### config.mk
export PLATFORM = sky130hd
export DESIGN_NAME = uart_mmio
export DESIGN_NICKNAME = d
export VERILOG_FILES = /design/src/rtl/uart_mmio_pkg.sv /design/src/rtl/uart_tx_shifter.sv /design/src/rtl/uart_rx_sampler.sv /design/src/rtl/uart_rx_fifo.sv /design/src/rtl/uart_mmio.sv
export SDC_FILE = /design/constraint.sdc
export NUM_CORES = 1
export LEC_CHECK = 0
export ABC_AREA = 0
export BUFFER_PORTS_ARGS = -buffer_cell sky130_fd_sc_hd__buf_4
export CORE_MARGIN = 5
export CORE_UTILIZATION = 55
export DETAILED_ROUTE_END_ITERATION = 7
export HOLD_SLACK_MARGIN = 0.15
export PLACE_DENSITY = 0.76
export SYNTH_ARGS = -nofsm -noshare
export SYNTH_HDL_FRONTEND = slang
export SYNTH_HIERARCHICAL = 1
export SYNTH_SLANG_ARGS = --single-unit
### constraint.sdc
create_clock -name clk -period 6.75 [get_ports clk]
set_input_delay 1.0125 -clock clk [delete_from_list [all_inputs] [get_ports clk]]
set_output_delay 1.0125 -clock clk [all_outputs]
set_load 0.005 [all_outputs]
### src/rtl/uart_mmio_pkg.sv
package uart_mmio_pkg;

    localparam int unsigned CLK_HZ   = 50_000_000;
    localparam int unsigned BAUD     = 115_200;
    localparam int unsigned BIT_CLKS = (CLK_HZ + BAUD / 2) / BAUD;   // 434

    localparam logic [31:0] DEFAULT_BASE = 32'h1000_0000;

    localparam int unsigned STAT_TX_BUSY  = 0;
    localparam int unsigned STAT_RX_VALID = 1;

    typedef enum logic [1:0] {
        SEL_TXD  = 2'd0,
        SEL_RXD  = 2'd1,
        SEL_STAT = 2'd2,
        SEL_RSVD = 2'd3
    } reg_sel_e;

    typedef struct packed {
        logic     hit;
        reg_sel_e sel;
    } reg_dec_t;

    typedef enum logic [1:0] {
        LN_IDLE  = 2'd0,
        LN_START = 2'd1,
        LN_DATA  = 2'd2,
        LN_STOP  = 2'd3
    } line_st_e;

    function automatic reg_dec_t decode_addr(input logic [31:0] a, input logic [31:0] base);
        reg_dec_t d;
        d.hit = (a[31:4] == base[31:4]) && (a[1:0] == 2'b00);
        d.sel = reg_sel_e'(a[3:2]);
        return d;
    endfunction

endpackage

### src/rtl/uart_tx_shifter.sv
module uart_tx_shifter
    import uart_mmio_pkg::*;
#(
    parameter int unsigned CLKS_PER_BIT = BIT_CLKS
) (
    input  logic       clk,
    input  logic       rst,
    input  logic       load,
    input  logic [7:0] load_byte,
    output logic       busy,
    output logic       line
);
    localparam int unsigned CW = (CLKS_PER_BIT > 1) ? $clog2(CLKS_PER_BIT) : 1;
    localparam logic [CW-1:0] LAST = CW'(CLKS_PER_BIT - 1);

    line_st_e    st;
    logic [CW-1:0] cnt;
    logic [2:0]  bit_idx;
    logic [7:0]  shreg;

    always_ff @(posedge clk) begin
        if (rst) begin
            st      <= LN_IDLE;
            cnt     <= '0;
            bit_idx <= '0;
            shreg   <= '0;
            line    <= 1'b1;
        end else begin
            case (st)
                LN_IDLE: begin
                    line <= 1'b1;
                    if (load) begin
                        shreg <= load_byte;
                        st    <= LN_START;
                        cnt   <= '0;
                        line  <= 1'b0;
                    end
                end
                LN_START: begin
                    if (cnt == LAST) begin
                        cnt     <= '0;
                        bit_idx <= '0;
                        st      <= LN_DATA;
                        line    <= shreg[0];
                    end else begin
                        cnt <= cnt + 1'b1;
                    end
                end
                LN_DATA: begin
                    if (cnt == LAST) begin
                        cnt <= '0;
                        if (bit_idx == 3'd7) begin
                            st   <= LN_STOP;
                            line <= 1'b1;
                        end else begin
                            bit_idx <= bit_idx + 1'b1;
                            shreg   <= {1'b0, shreg[7:1]};
                            line    <= shreg[1];
                        end
                    end else begin
                        cnt <= cnt + 1'b1;
                    end
                end
                LN_STOP: begin
                    if (cnt == LAST) begin
                        cnt <= '0;
                        st  <= LN_IDLE;
                    end else begin
                        cnt <= cnt + 1'b1;
                    end
                end
                default: st <= LN_IDLE;
            endcase
        end
    end

    assign busy = (st != LN_IDLE);

endmodule

### src/rtl/uart_rx_sampler.sv
module uart_rx_sampler
    import uart_mmio_pkg::*;
#(
    parameter int unsigned CLKS_PER_BIT = BIT_CLKS
) (
    input  logic       clk,
    input  logic       rst,
    input  logic       rx_async,
    output logic       got_byte,
    output logic [7:0] rx_byte
);
    localparam int unsigned CW = (CLKS_PER_BIT > 1) ? $clog2(CLKS_PER_BIT) : 1;
    localparam logic [CW-1:0] LAST = CW'(CLKS_PER_BIT - 1);
    localparam logic [CW-1:0] MID  = CW'(CLKS_PER_BIT / 2 - 1);

    logic [1:0]    sync_q;
    logic          rx_s;
    line_st_e      st;
    logic [CW-1:0] cnt;
    logic [2:0]    bit_idx;
    logic [7:0]    shreg;

    always_ff @(posedge clk) begin
        if (rst) sync_q <= 2'b11;
        else     sync_q <= {sync_q[0], rx_async};
    end
    assign rx_s = sync_q[1];

    always_ff @(posedge clk) begin
        if (rst) begin
            st       <= LN_IDLE;
            cnt      <= '0;
            bit_idx  <= '0;
            shreg    <= '0;
            got_byte <= 1'b0;
        end else begin
            got_byte <= 1'b0;
            case (st)
                LN_IDLE: begin
                    cnt <= '0;
                    if (!rx_s) st <= LN_START;
                end
                LN_START: begin
                    if (cnt == MID) begin
                        cnt     <= '0;
                        bit_idx <= '0;
                        st      <= rx_s ? LN_IDLE : LN_DATA;
                    end else begin
                        cnt <= cnt + 1'b1;
                    end
                end
                LN_DATA: begin
                    if (cnt == LAST) begin
                        cnt   <= '0;
                        shreg <= {rx_s, shreg[7:1]};
                        if (bit_idx == 3'd7) st <= LN_STOP;
                        else                 bit_idx <= bit_idx + 1'b1;
                    end else begin
                        cnt <= cnt + 1'b1;
                    end
                end
                LN_STOP: begin
                    if (cnt == LAST) begin
                        cnt      <= '0;
                        got_byte <= rx_s;
                        st       <= LN_IDLE;
                    end else begin
                        cnt <= cnt + 1'b1;
                    end
                end
                default: st <= LN_IDLE;
            endcase
        end
    end

    assign rx_byte = shreg;

endmodule

### src/rtl/uart_rx_fifo.sv
module uart_rx_fifo #(
    parameter int unsigned DEPTH = 16,
    parameter int unsigned WIDTH = 8,
    localparam int unsigned AW   = (DEPTH > 1) ? $clog2(DEPTH) : 1,
    localparam int unsigned LW   = AW + 1
) (
    input  logic             clk,
    input  logic             rst,
    input  logic             push,
    input  logic [WIDTH-1:0] push_data,
    input  logic             pop,
    output logic [WIDTH-1:0] head,
    output logic             empty,
    output logic [LW-1:0]    level
);
    logic [WIDTH-1:0] mem [DEPTH];
    logic [AW-1:0]    wr_ptr, rd_ptr;
    logic             full, do_push, do_pop;

    assign empty   = (level == '0);
    assign full    = (level == LW'(DEPTH));
    assign do_push = push && !full;
    assign do_pop  = pop && !empty;
    assign head    = mem[rd_ptr];

    function automatic logic [AW-1:0] bump(input logic [AW-1:0] p);
        return (p == AW'(DEPTH - 1)) ? '0 : p + 1'b1;
    endfunction

    always_ff @(posedge clk) begin
        if (do_push) mem[wr_ptr] <= push_data;
    end

    always_ff @(posedge clk) begin
        if (rst) begin
            wr_ptr <= '0;
            rd_ptr <= '0;
            level  <= '0;
        end else begin
            if (do_push) wr_ptr <= bump(wr_ptr);
            if (do_pop)  rd_ptr <= bump(rd_ptr);
            case ({do_push, do_pop})
                2'b10:   level <= level + 1'b1;
                2'b01:   level <= level - 1'b1;
                default: level <= level;
            endcase
        end
    end

endmodule

### src/rtl/uart_mmio.sv
module uart_mmio
    import uart_mmio_pkg::*;
#(
    parameter logic [31:0] BASE_ADDR    = DEFAULT_BASE,
    parameter int unsigned CLKS_PER_BIT = BIT_CLKS,
    parameter int unsigned FIFO_DEPTH   = 16,
    localparam int unsigned LW          = ((FIFO_DEPTH > 1) ? $clog2(FIFO_DEPTH) : 1) + 1
) (
    input  logic        clk,
    input  logic        rst,
    input  logic [31:0] addr,
    input  logic        wr_en,
    input  logic [31:0] wr_data,
    input  logic        rd_en,
    output logic [31:0] rd_data,
    input  logic        rx_pin,
    output logic        tx_pin
);
    reg_dec_t    dec;
    logic        tx_busy, tx_load;
    logic        rx_got;
    logic [7:0]  rx_byte, fifo_head;
    logic        fifo_empty, fifo_pop, rx_valid;
    logic [LW-1:0] fifo_level;
    logic [31:0] rd_next;
    logic        unused_wdata_hi;

    assign unused_wdata_hi = ^wr_data[31:8];

    assign dec      = decode_addr(addr, BASE_ADDR);
    assign tx_load  = wr_en && dec.hit && (dec.sel == SEL_TXD) && !tx_busy;
    assign fifo_pop = rd_en && dec.hit && (dec.sel == SEL_RXD);
    assign rx_valid = !fifo_empty;

    uart_tx_shifter #(.CLKS_PER_BIT(CLKS_PER_BIT)) u_tx (
        .clk       (clk),
        .rst       (rst),
        .load      (tx_load),
        .load_byte (wr_data[7:0]),
        .busy      (tx_busy),
        .line      (tx_pin)
    );

    uart_rx_sampler #(.CLKS_PER_BIT(CLKS_PER_BIT)) u_rx (
        .clk      (clk),
        .rst      (rst),
        .rx_async (rx_pin),
        .got_byte (rx_got),
        .rx_byte  (rx_byte)
    );

    uart_rx_fifo #(.DEPTH(FIFO_DEPTH), .WIDTH(8)) u_fifo (
        .clk       (clk),
        .rst       (rst),
        .push      (rx_got),
        .push_data (rx_byte),
        .pop       (fifo_pop),
        .head      (fifo_head),
        .empty     (fifo_empty),
        .level     (fifo_level)
    );

    always_comb begin
        rd_next = '0;
        if (rd_en && dec.hit) begin
            case (dec.sel)
                SEL_RXD:  rd_next = fifo_empty ? 32'd0 : {24'd0, fifo_head};
                SEL_STAT: begin
                    rd_next[STAT_TX_BUSY]  = tx_busy;
                    rd_next[STAT_RX_VALID] = rx_valid;
                end
                default:  rd_next = '0;
            endcase
        end
    end

    always_ff @(posedge clk) begin
        if (rst) rd_data <= '0;
        else     rd_data <= rd_next;
    end

endmodule

After elaboration in Yosys (flattened, before gate mapping) --
Memories as Yosys holds them, arrays and structs flattened. A register that Yosys moved wholly into a read port is not among the register bits. Cells that the tools add are included.
Storage, ports and cells: bits in registers 93, RAM bits 128, input port bits 69, output and inout bits 33, word-level logic and storage cells 141, memories 1
Cells by class: $add $sub $neg 8, equality and inequality tests 31, multiplexer cells 45, bitwise operators 4, reduce and logical (&&, ||, !) cells 35
Memories:
- u_fifo.mem | words 16, width 8, rd ports 1, clocked after memory_dff 1, wr ports 1, line uart_rx_fifo.sv:16 | logic [WIDTH-1:0] mem [DEPTH];
Operator list (number):
- two-way mux 9 bit | 4
- equality test 28 x 25 -> 1 bit, second input constant | 1
- case mux 9 bit (3 select lines) | 1
- two-way mux 2 bit | 12
- two-way mux 8 bit | 3
- adder 9 x 1 -> 9 bit, second input constant | 2
- equality test 9 bit, second input constant | 2
- two-way mux 3 bit | 6
- case mux 9 bit (2 select lines) | 1
- two-way mux 4 bit | 4
- != test 2 x 1 -> 1 bit, second input constant | 8
- case mux 2 bit (4 select lines) | 2
- case mux 8 bit (2 select lines) | 1
- equality test 2 bit, second input constant | 6
- case mux 3 bit (2 select lines) | 2
- AND reduction 4 bit | 3
- case mux 5 bit (2 select lines) | 1
- AND reduction 5 bit | 2
- nonzero test 2 bit | 5
- equality test 9 x 8 -> 1 bit, second input constant | 1
- OR reduction 3 bit | 3
- adder 4 x 1 -> 4 bit, second input constant | 2
- equality test 2 x 1 -> 1 bit, second input constant | 4
- equality test 4 bit, second input constant | 2
- 19 further kinds | 45

Depth between registers and ports, before layout --
Gate-level depths: netlist of the first run.
depth in word-level cells 7, mapped depth 14, depth with buffers taken out 13

By module --
Netlist of the first run, hierarchy kept.
By module, submodules not included:
- uart_rx_fifo | instances 1, cells each 296, area an instance 5915.7 um2, sequential area each 4184.0 um2
- uart_tx_shifter | instances 1, cells each 146, area an instance 1377.6 um2, sequential area each 460.4 um2
- uart_rx_sampler | instances 1, cells each 114, area an instance 1074.8 um2, sequential area each 500.5 um2
- uart_mmio | instances 1, cells each 72, area an instance 726.9 um2, sequential area each 160.2 um2

Worst setup path after synthesis of the first run --
Ideal clock, no wire load.
path kind input port to flip-flop, start point input addr[31], end point register u_fifo.level[4], setup time 0.121 ns, arrival 3.391 ns, data required time 6.629 ns, slack 3.239 ns, cell stages on the path 13, buffers on the path 1, cell sequence nor4b_4 -> nand4_4 -> nor3_1 -> o21ai_2 -> inv_1 -> ha_1 -> clkbuf_1 -> xor2_1 -> ha_1 -> inv_1 -> a32oi_1 -> a31oi_1 -> mux2_2
On the way: word-level cells in the longest chain between the ends 7, elaborated cells between the ends (all ways) 9, those cells by class eq/ne: 3; mux: 1; reduce/logical: 5
RTL lines:
- from (decl) | line uart_mmio.sv:11 | input logic [31:0] addr,
- equality test 28 x 25 -> 1 bit (*) | line uart_mmio_pkg.sv:33 | d.hit = (a[31:4] == base[31:4]) && (a[1:0] == 2'b00);
- logical AND 1 bit (*) | line uart_mmio_pkg.sv:33
- logical AND 1 bit (*) (2 in series) | line uart_mmio.sv:32 | assign fifo_pop = rd_en && dec.hit && (dec.sel == SEL_RXD);
- net fifo_pop | line uart_mmio.sv:23 | logic fifo_empty, fifo_pop, rx_valid;
- logical AND 1 bit (*) | line uart_rx_fifo.sv:23 | assign do_pop = pop && !empty;
- equality test 2 x 1 -> 1 bit / equality test 2 bit (equally long branches) | line uart_rx_fifo.sv:42 | case ({do_push, do_pop})
- case mux 5 bit (2 select lines) / nonzero test 2 bit (equally long branches)
- to (signal assigned) | line uart_rx_fifo.sv:43 | 2'b10: level <= level + 1'b1;
- to (signal assigned) | line uart_rx_fifo.sv:44 | 2'b01: level <= level - 1'b1;
- to (signal assigned) | line uart_rx_fifo.sv:45 | default: level <= level;
- to (decl) | line uart_rx_fifo.sv:14 | output logic [LW-1:0] level
Mark *: on every way through the listed nets, which the timed path passes. The rest lies on a longest branch. A chain may end at the register's enable or synchronous reset.

Worst setup path in the final report of the first run --
start point input addr[27], end point register u_fifo.level[4]
The elaborated chain is that of the path after synthesis.

==> load_flow_metrics.sql, run 1 <==
INSERT INTO impl_metrics (metric_group, metric, value, unit) VALUES
('place', 'io_buffer_count', '53', ''),
('power', 'cellInternalPower', '1.98', 'mW'),
('detailed_routing', 'drt-vias-per-instance', '5.78', ''),
('synth', 'post_synth_inst_count', '628', ''),
('detailed_routing', 'drt-wirelength-per-cell', '19.1', 'microns'),
('critical_path', 'timing_worst_setup_path_type', 'in2reg', ''),
('power', 'power.share.sequential', '52.7', '%'),
('critical_path', 'worstSetupEndpointType', 'flop', ''),
('detailed_routing', 'vias', '5279', ''),
('detailed_routing', 'initial_drc_count', '380', ''),
('power', 'finalPower', '2.45', 'mW'),
('clock_network', 'ctsResizeCount', '0', ''),
('critical_path', 'timing.critical_path.from_type', 'input port', ''),
('synth', 'ys.warnings.count', '6', ''),
('place', 'gpl.final_weighted_congestion', '0.867', ''),
('layout', 'antenna_cells', '0', ''),
('synth', 'synth-seq-area-share', '58.3', '%'),
('timing', 'tns', '0', 'ps'),
('critical_path', 'timing.critical_path.slowest_stage_cell', 'sky130_fd_sc_hd__nor3_1', ''),
('power', 'clock_power_share', '45.5', '%'),
('timing', 'fin_ws', '3250', 'ps'),
('synth', 'synth-xor-area-share', '1.83', '%'),
('timing', 'setup_viol_count_final', '0', ''),
('clock_network', 'clkSinkCount', '201', ''),
('clock_network', 'root_buffer', 'sky130_fd_sc_hd__clkbuf_16', ''),
('power', 'power.static_leakage', '3.56', 'nW'),
('floorplanning', 'initial_utilization', '55.4', '%'),
('global_route', 'first_global_vias', '5307', ''),
('synth', 'number_of_enable_flip_flop_cells_after_synthesis', '128', ''),
('synth', 'yosys-top-cells-count', 'sky130_fd_sc_hd__edfxtp_1, sky130_fd_sc_hd__dfxtp_1, sky130_fd_sc_hd__nor2_1, sky130_fd_sc_hd__nand2_1', ''),
('run', 'max-cap-violations', '0', ''),
('synth', 'yosys.area.top_type_share', '42.3', '%'),
('critical_path', 'cp_max_fo', '10', ''),
('outcome', 'run_status', 'complete, no violations', ''),
('timing', 'fmaxAchievable', '286', 'MHz'),
('timing', 'clock-skew-final', '16.2', 'ps'),
('power', 'power.share.combinational', '1.8', '%'),
('synth', 'yosysMostFrequentCell', 'sky130_fd_sc_hd__edfxtp_1', ''),
('clock_network', 'ctsLongestPathBuffers', '3', ''),
('detailed_routing', 'route.detailed.drc', '0', ''),
('critical_path', 'cp_cell_instances', 'buf_4 -> nor4_4 -> nand4_4 -> nor3_1 -> o21ai_2 -> inv_1 -> ha_1 -> xor2_1 -> ha_1 -> inv_1 -> a32oi_1 -> a31oi_1 -> mux2_2', ''),
('critical_path', 'worst-endpoint-arrival', '3880', 'ps'),
('layout', 'nets', '774', ''),
('timing', 'maxSlewViolCount', '0', ''),
('synth', 'combinational_family_with_the_most_area_after_synthesis', 'multiplexers', ''),
('synth', 'main_area_contributors_after_synthesis', 'sky130_fd_sc_hd__edfxtp_1, sky130_fd_sc_hd__dfxtp_1, sky130_fd_sc_hd__mux4_1', ''),
('timing', 'min_period_over_period', '51.8', '%'),
('timing', 'relative_slew_margins', '35.2', '%'),
('power', 'power.switching_fraction', '19.1', '%'),
('clock_network', 'clock_latency', '490', 'ps'),
('power', 'peakVddDrop', '0.166', 'mV'),
('detailed_routing', 'drt_pre_antenna_iters', '5', ''),
('critical_path', 'cp.required', '7130', 'ps'),
('floorplanning', 'die_y', '139', 'microns'),
('synth', 'yosys.area.top_type', 'sky130_fd_sc_hd__edfxtp_1', ''),
('synth', 'ys_async_sr_fraction', '0', '%'),
('synth', 'synth_fa_ha_area_share', '3.44', '%'),
('hold_path', 'min-delay-path-class', 'reg2reg', ''),
('floorplanning', 'design.portCount', '102', ''),
('power', 'cellPowerDensity', '240', 'nW/um^2'),
('global_route', 'gr-total-overflow', '0', ''),
('floorplanning', 'placement_row_count', '47', ''),
('synth', 'synth_simple_gate_area_share', '12.8', '%'),
('synth', 'yosys-mux-area-fraction', '13.1', '%'),
('synth', 'area_fraction_in_compound_gates_after_synthesis', '5.78', '%'),
('layout', 'area.growth.synth_to_final', '12.2', '%'),
('synth', 'post_synthesis_mean_instance_area', '14.5', 'sq um'),
('global_route', 'grt_start_max_net_pins', '52', ''),
('timing', 'final.min_clock_period', '3500', 'ps'),
('timing', 'rsz0062_at_grt', 'no', ''),
('clock_network', 'cts_buffers', '21', '');
final timing paths:
| path | startpoint | endpoint | slack [ps] | cells past startpoint |
|---|---|---|---|---|
| worst max-delay path | addr[27] | u_fifo/level[4] | 3250 | 13 |
| worst min-delay path | u_rx/sync_q[0] | u_rx/sync_q[1] | 410 | 1 |
| worst max register to register | u_fifo/level[3] | u_fifo/level[4] | 3770 | 10 |
| worst min register to register | u_rx/sync_q[0] | u_rx/sync_q[1] | 410 | 1 |
logic make-up after synthesis:
group,count (synthesis)
muxes,60
xor gates and xnor gates,19
AOI/OAI and AO/OA,69
buffers and inverters,71
adders and majority gates,25
DFF,201
and+or+nand+nor,182
other,1
layer usage:
metal | vias to the layer above | routed length (microns) | GRT usage [%]
li1 | 2477 | - | -
met1 | 2594 | 7170 | 23.1
met2 | 181 | 8850 | 31.6
met3 | 27 | 1100 | 3.52
met4 | 0 | 327 | 4.84
met5 | - | 0 | 0
placed cells by master, fill, tap and decap left out, types with 13 or more instances in the layout:
cell	count
sky130_fd_sc_hd__a21oi_1	22
sky130_fd_sc_hd__buf_4	56
sky130_fd_sc_hd__clkbuf_16	21
sky130_fd_sc_hd__conb_1	24
sky130_fd_sc_hd__dfxtp_1	73
sky130_fd_sc_hd__edfxtp_1	128
sky130_fd_sc_hd__ha_1	25
sky130_fd_sc_hd__inv_1	20
sky130_fd_sc_hd__mux2i_1	18
sky130_fd_sc_hd__mux4_1	24
sky130_fd_sc_hd__mux4_2	16
sky130_fd_sc_hd__nand2_1	28
sky130_fd_sc_hd__nand3_1	15
sky130_fd_sc_hd__nor2_1	50
sky130_fd_sc_hd__nor3_1	13
layout make-up:
class,instances,area (sq um)
Tap cell,220,275
Clock inverter,11,106
Sequential cell,201,5310
Timing Repair Buffer,56,420
Fill cell,1177,6200
Inverter,21,80.1
Clock buffer,26,564
Multi-Input combinational cell,379,3450
power groups by stage:
stage / registers, mW / clock network, mW / logic [mW]
2_1_floorplan: 1.32 / 0 / 0.0262
3_3_place_gp: 1.32 / 0 / 0.0423
3_5_place_dp: 1.32 / 0 / 0.0440
4_1_cts: 1.29 / 1.14 / 0.0440
5_1_grt: 1.29 / 1.20 / 0.0476
6_report: 1.29 / 1.11 / 0.0439
state kept, by name, summed over array words and instances, names as in the netlist, named ones only:
signal         flops
u_rx/sync_q        2
u_fifo/mem       128
u_fifo/rd_ptr      4
rd_data            8
u_tx/shreg         8
u_rx/st            1
u_tx/cnt           9
u_rx/cnt           9
u_fifo/level       5
u_rx/bit_idx       3
u_tx/line          1
u_rx/rx_byte       8
u_tx/bit_idx       3
u_fifo/wr_ptr      4
u_rx/got_byte      1
u_tx/st            2
through the flow:
stage	area (sq um)	instances	hold WS [ps]	util, %
after detailed placement	9530	877	402	58.1
after global routing	10200	914	439	62.2
after floorplan	9180	651	389	-
after CTS	10200	914	415	62.2
after global placement	9530	877	394	58.1
final	10200	914	412	62.2
critical path, delay by kind of cell:
kind / cells / cell delay [ps]
buf+inv: 3 / 350
compound gates: 3 / 480
simple gates: 3 / 970
mux: 1 / 350
xor+xnor: 1 / 120
fa+ha+maj: 2 / 610
No activity file was read; power rests on OpenSTA's default activity.
==> run 2: changes to the inputs <==
- CORE_UTILIZATION: 55 -> 53
- clock period: 6.75 -> 3 ns (I/O delays scaled with it)
==> run 2 against run 1 <==
Clock power rose by 110%. Final cell count up 1.3%. Wire length grew 0.36%. Cell area is 0.39% higher. Core utilization shrank 0.86 points. Total power grew 120%.
==> load_flow_metrics.sql, run 2 (same netlist as run 1, synthesis figures left out) <==
INSERT INTO impl_metrics (metric_group, metric, value, unit) VALUES
('layout', 'top_flop_regs', 'u_fifo/mem: 128 flops, u_rx/cnt: 9 flops, u_tx/cnt: 9 flops', ''),
('floorplanning', 'core-area', '16700', 'sq um'),
('layout', 'largest_register_ffs', '128', ''),
('global_route', 'gr-total-overflow', '0', ''),
('critical_path', 'timing.critical_path.from_type', 'flop', ''),
('power', 'peakVddDrop', '0.370', 'mV'),
('hold_path', 'min-delay-path-class', 'in2reg', ''),
('detailed_routing', 'finalWirelength', '17.5', 'mm'),
('floorplanning', 'die_y', '141', 'microns'),
('critical_path', 'worst-endpoint-arrival', '3170', 'ps'),
('clock_network', 'clk_pin_slew_worst_paths', '60', 'ps'),
('place', 'io_buffer_count', '53', ''),
('power', 'cellPowerDensity', '527', 'nW/um^2'),
('timing', 'rsz0062_at_grt', 'no', ''),
('critical_path', 'reg2reg_setup_slack', '220', 'ps'),
('layout', 'finish.cell_count_without_fillers', '926', ''),
('critical_path', 'timing.critical_path.slowest_stage_cell', 'sky130_fd_sc_hd__or4_4', ''),
('place', 'gpl.final_weighted_congestion', '0.839', ''),
('global_route', 'grt_start_max_net_pins', '52', ''),
('detailed_routing', 'drt-wirelength-per-cell', '18.9', 'microns'),
('critical_path', 'worstReg2RegEnd', 'u_fifo/level[4]', ''),
('place', 'placed_wire_length_estimate_after_detailed_placement', '12.0', 'mm'),
('critical_path', 'cp.required', '3380', 'ps'),
('floorplanning', 'placement_row_count', '47', ''),
('global_route', 'grt_usage', '17.5', '%'),
('floorplanning', 'die-area', '19900', 'sq um'),
('layout', 'largest_register', 'u_fifo/mem', ''),
('floorplanning', 'design.portCount', '102', ''),
('detailed_routing', 'vias', '5396', ''),
('floorplanning', 'initial_utilization', '54.5', '%'),
('layout', 'most_common_cell_after_layout_fill_and_taps_aside', 'sky130_fd_sc_hd__edfxtp_1', ''),
('clock_network', 'root_buffer', 'sky130_fd_sc_hd__clkbuf_16', ''),
('timing', 'hold_viol', '0', ''),
('timing', 'min_period_over_period', '92.8', '%'),
('layout', 'antenna_cells', '0', ''),
('critical_path', 'worst_path_largest_cell_delay', '610', 'ps'),
('timing', 'final.min_clock_period', '2780', 'ps'),
('detailed_routing', 'drt_pre_antenna_iters', '5', ''),
('critical_path', 'timing_worst_setup_path_type', 'reg2reg', ''),
('detailed_routing', 'initial_drc_count', '409', ''),
('layout', 'final_cell_mix', 'sky130_fd_sc_hd__edfxtp_1, sky130_fd_sc_hd__dfxtp_1, sky130_fd_sc_hd__buf_4, sky130_fd_sc_hd__nor2_1, sky130_fd_sc_hd__nand2_1', ''),
('timing', 'relative_slew_margins', '41.2', '%'),
('clock_network', 'clock_tree.htree_level_count', '1', ''),
('critical_path', 'rr_startpoint', 'u_fifo/level[3]', ''),
('detailed_routing', 'drt-vias-per-instance', '5.83', ''),
('run', 'max-cap-violations', '0', ''),
('clock_network', 'ctsResizeCount', '0', ''),
('hold_path', 'holdCritStartpoint', 'rd_en', ''),
('timing', 'tns', '0', 'ps'),
('clock_network', 'clkSinkCount', '201', ''),
('floorplanning', 'dieWidth', '141', 'microns'),
('layout', 'drive_gt1_share', '19.8', '%'),
('hold_path', 'terminating_pin_of_the_worst_hold_path', 'rd_data[0]', ''),
('timing', 'worst_slew_pin_slew', '879', 'ps'),
('clock_network', 'postCtsSetupRepairBufs', '0', ''),
('layout', 'area.growth.synth_to_final', '12.6', '%'),
('power', 'power.static_leakage', '3.60', 'nW'),
('clock_network', 'clock_latency', '490', 'ps'),
('layout', 'nets', '785', ''),
('timing', 'maxSlewViolCount', '0', ''),
('timing', 'clock-skew-final', '14.8', 'ps'),
('global_route', 'first_global_vias', '5238', ''),
('clock_network', 'ctsLongestPathBuffers', '3', ''),
('timing', 'setup_viol_count_final', '0', ''),
('critical_path', 'cp_max_fo', '6', ''),
('critical_path', 'cp_cell_instances', 'or4_4 -> o21ai_2 -> inv_1 -> ha_1 -> xor2_1 -> ha_1 -> inv_1 -> a32oi_1 -> a31oi_1 -> mux2_2', ''),
('place', 'post-place-cells', '887', ''),
('critical_path', 'worstSetupEndpointType', 'flop', ''),
('detailed_routing', 'route.detailed.drc', '0', ''),
('outcome', 'run_status', 'complete, no violations', ''),
('global_route', 'first_pass_grt_wire_length', '28.0', 'mm'),
('hold_path', 'holdPathStages', '3', ''),
('timing', 'fmaxAchievable', '359', 'MHz'),
('clock_network', 'tritoncts_clock_tree', 'built', ''),
('critical_path', 'r2r_cells', '10', ''),
('global_route', 'antenna_found_initial', '0', ''),
('detailed_routing', 'route.antenna.remaining_nets', '0', ''),
('clock_network', 'cts_buffers', '21', '');
## run 2: critical path, delay by kind of cell (launching register included)
kind	cells	cell delay (ps)
muxes	1	350
buffers and inverters	2	180
xor gates and xnor gates	1	150
and+or+nand+nor	1	610
DFF	1	350
adders and majority gates	2	440
AOI/OAI and AO/OA	3	590
## run 2: timing repair
item                                    CTS  global route
hold endpoints to repair                  1             0
endpoints found under the setup margin    0             0
hold buffers                              1             0
## run 2: routing by layer
layer,track usage (%),wire [microns],vias to the layer above
met2,29.0,8450,180
met3,3.35,1160,24
li1,-,-,2510
met1,24.0,7540,2682
met4,4.64,362,0
met5,0,0,-
## run 2: how the worst max path moves through the flow
stage / from / endpoint / slack [ps] / cells after the start
after floorplan: addr[31] / u_fifo/level[4] / 50 / 13
after global routing: u_fifo/level[3] / u_fifo/level[4] / 40 / 10
final: u_fifo/level[3] / u_fifo/level[4] / 220 / 10
after CTS: u_fifo/level[3] / u_fifo/level[4] / 220 / 10
after global placement: addr[5] / u_fifo/level[4] / 20 / 12
after detailed placement: addr[5] / u_fifo/level[4] / 20 / 12
## run 2: final cells by class
| cell class | count | area [sq um] |
|---|---|---|
| timing repair buffer | 67 | 505 |
| tap | 220 | 275 |
| clock buffer | 30 | 559 |
| multi-input combinational | 379 | 3450 |
| inverter | 21 | 80.1 |
| fill | 1218 | 6460 |
| sequential | 201 | 5310 |
| clock inverter | 8 | 66.3 |
## run 2: per-stage QoR
stage	setup WS, ps	total power [mW]	area (sq um)	util [%]	hold WS [ps]
6_report	216	5.39	10200	61.3	290
5_1_grt	44.2	5.58	10200	61.3	292
4_1_cts	216	5.44	10200	61.3	273
3_5_place_dp	16.3	3.07	9610	57.5	400
3_3_place_gp	22.7	3.06	9610	57.5	392
2_1_floorplan	51.1	3.03	9180	-	389
## run 2: power by group
group | internal [mW] | switching [mW]
Combinational | 0.0502 | 0.0491
Clock | 1.39 | 0.998
Sequential | 2.91 | 0.00147
==> run 3: changes to the inputs <==
- CORE_ASPECT_RATIO: not set -> 2
==> run 3 against run 2 <==
Die area grew 0.80%. Total power is 0.85% lower. Worst hold slack improved by 28 ps. Setup slack improved by 22 ps. Combinational power barely moved. Clock power shrank 2%. Register-to-register slack improved by 20 ps.
==> load_flow_metrics.sql, run 3 (same netlist as run 1, synthesis figures left out) <==
INSERT INTO impl_metrics (metric_group, metric, value, unit) VALUES
('outcome', 'run_status', 'complete, no violations', ''),
('layout', 'utilization', '60.7', '%'),
('floorplanning', 'design.portCount', '102', ''),
('clock_network', 'ctsResizeCount', '0', ''),
('critical_path', 'cp_max_fo', '9', ''),
('clock_network', 'root_buffer', 'sky130_fd_sc_hd__clkbuf_16', ''),
('hold_path', 'holdCritStartpoint', 'rd_en', ''),
('power', 'cellPowerDensity', '523', 'nW/um^2'),
('clock_network', 'clk_pin_slew_worst_paths', '70', 'ps'),
('critical_path', 'worst_path_largest_cell_delay', '600', 'ps'),
('floorplanning', 'core-area', '16800', 'sq um'),
('timing', 'maxSlewViolCount', '0', ''),
('detailed_routing', 'route.detailed.drc', '0', ''),
('detailed_routing', 'drt-vias-per-instance', '5.85', ''),
('global_route', 'grt_start_max_net_pins', '52', ''),
('place', 'post-place-cells', '874', ''),
('floorplanning', 'placement_row_count', '67', ''),
('timing', 'clock-skew-final', '23.9', 'ps'),
('layout', 'most_common_cell_after_layout_fill_and_taps_aside', 'sky130_fd_sc_hd__edfxtp_1', ''),
('timing', 'relative_slew_margins', '41.4', '%'),
('layout', 'largest_register', 'u_fifo/mem', ''),
('timing', 'rsz0062_at_grt', 'no', ''),
('layout', 'area.growth.synth_to_final', '12.4', '%'),
('detailed_routing', 'drt_pre_antenna_iters', '5', ''),
('clock_network', 'tritoncts_clock_tree', 'built', ''),
('clock_network', 'cts_buffers', '19', ''),
('run', 'max-cap-violations', '0', ''),
('layout', 'nets', '783', ''),
('layout', 'drive_gt1_share', '20.5', '%'),
('critical_path', 'rr_startpoint', 'u_fifo/level[3]', ''),
('clock_network', 'clock_latency', '500', 'ps'),
('timing', 'fin_ws', '238', 'ps'),
('layout', 'final_cell_mix', 'sky130_fd_sc_hd__edfxtp_1, sky130_fd_sc_hd__dfxtp_1, sky130_fd_sc_hd__buf_4, sky130_fd_sc_hd__nor2_1, sky130_fd_sc_hd__nand2_1', ''),
('place', 'gpl.final_weighted_congestion', '0.837', ''),
('floorplanning', 'die-area', '20000', 'sq um'),
('timing', 'min_period_over_period', '92.1', '%'),
('place', 'place_worst_setup_slack', '34.8', 'ps'),
('detailed_routing', 'initial_drc_count', '285', ''),
('critical_path', 'reg2reg_setup_slack', '240', 'ps'),
('timing', 'setup_viol_count_final', '0', ''),
('clock_network', 'clkSinkCount', '201', ''),
('timing', 'tns', '0', 'ps'),
('detailed_routing', 'finalWirelength', '19.1', 'mm'),
('global_route', 'antenna_found_initial', '0', ''),
('timing', 'hold_viol', '0', ''),
('detailed_routing', 'vias', '5318', ''),
('place', 'io_buffer_count', '53', ''),
('global_route', 'first_pass_grt_wire_length', '30.0', 'mm'),
('floorplanning', 'dieWidth', '103', 'microns'),
('floorplanning', 'initial_utilization', '54.0', '%'),
('critical_path', 'timing.critical_path.from_type', 'flop', ''),
('critical_path', 'timing.critical_path.slowest_stage_cell', 'sky130_fd_sc_hd__or4_4', ''),
('timing', 'worst_hold_slack', '318', 'ps'),
('floorplanning', 'die_y', '195', 'microns'),
('clock_network', 'ctsLongestPathBuffers', '3', ''),
('clock_network', 'clock_tree.htree_level_count', '1', ''),
('timing', 'worst_slew_pin_slew', '875', 'ps'),
('critical_path', 'worst-endpoint-arrival', '3190', 'ps'),
('critical_path', 'worstSetupEndpointType', 'flop', ''),
('layout', 'top_flop_regs', 'u_fifo/mem: 128 flops, u_rx/cnt: 9 flops, u_tx/cnt: 9 flops', ''),
('clock_network', 'postCtsSetupRepairBufs', '0', ''),
('critical_path', 'cp_cell_instances', 'or4_4 -> o21a_4 -> clkinv_2 -> ha_1 -> xor2_1 -> ha_1 -> a21oi_1 -> xor2_1 -> or3_1 -> a21oi_1', ''),
('critical_path', 'timing.critical_path.from', 'u_fifo/level[3]', ''),
('global_route', 'grt_usage', '19.5', '%'),
('detailed_routing', 'route.antenna.remaining_nets', '0', ''),
('timing', 'final.min_clock_period', '2760', 'ps'),
('place', 'placed_wire_length_estimate_after_detailed_placement', '13.5', 'mm'),
('timing', 'fmaxAchievable', '362', 'MHz'),
('hold_path', 'min-delay-path-class', 'in2reg', ''),
('global_route', 'first_global_vias', '5697', ''),
('layout', 'antenna_cells', '0', ''),
('global_route', 'gr-total-overflow', '0', ''),
('power', 'peakVddDrop', '0.529', 'mV'),
('layout', 'finish.cell_count_without_fillers', '909', ''),
('detailed_routing', 'drt-wirelength-per-cell', '21.0', 'microns'),
('clock_network', 'cts_stage_hold_buffer_count', '1', ''),
('critical_path', 'timing_worst_setup_path_type', 'reg2reg', ''),
('layout', 'largest_register_ffs', '128', ''),
('power', 'power.static_leakage', '3.61', 'nW'),
('critical_path', 'cp.required', '3430', 'ps'),
('layout', 'fill_cells', '1241', '');
-- run 3: cell type report --
| cell class | count | area [sq um] | share of cell area (%) |
|---|---|---|---|
| tap | 207 | 259 | 2.53 |
| sequential | 201 | 5310 | 51.9 |
| clock buffer | 22 | 518 | 5.07 |
| clock inverter | 12 | 95.1 | 0.930 |
| multi-input combinational | 379 | 3450 | 33.7 |
| inverter | 21 | 80.1 | 0.783 |
| timing repair buffer | 67 | 518 | 5.07 |
-- run 3: power breakdown --
| part | total, mW | switching (mW) | internal [mW] |
|---|---|---|---|
| Clock | 2.34 | 1.00 | 1.34 |
| Combinational | 0.102 | 0.0521 | 0.0503 |
| Sequential | 2.91 | 0.00149 | 2.91 |
-- run 3: metrics by stage --
| step | total power [mW] | instance area (sq um) |
|---|---|---|
| after CTS | 5.39 | 10200 |
| after global routing | 5.53 | 10200 |
| after global placement | 3.06 | 9600 |
| after detailed placement | 3.07 | 9600 |
| final | 5.35 | 10200 |
| after floorplan | 3.03 | 9180 |
-- run 3: per-layer routing --
layer  routed length (microns)  GRT usage (%)
met1                      6380           19.3
met2                     11400           38.6
met3                       770           3.00
met4                       612           6.91
met5                         0              0
-- run 3: path summary, 6_finish.rpt --
path	end	cells past startpoint
setup / recovery	u_fifo/level[2]	10
hold / removal	rd_data[0]	3
setup reg to reg	u_fifo/level[2]	10
hold reg to reg	u_rx/sync_q[1]	1
-- run 3: critical path: cells and delay by family, from the launching register on --
kind	cells	cell delay (ps)
flops	1	350
xor+xnor	2	390
buf+inv	1	120
fa+ha+maj	2	450
simple gates	2	920
compound gates	3	460
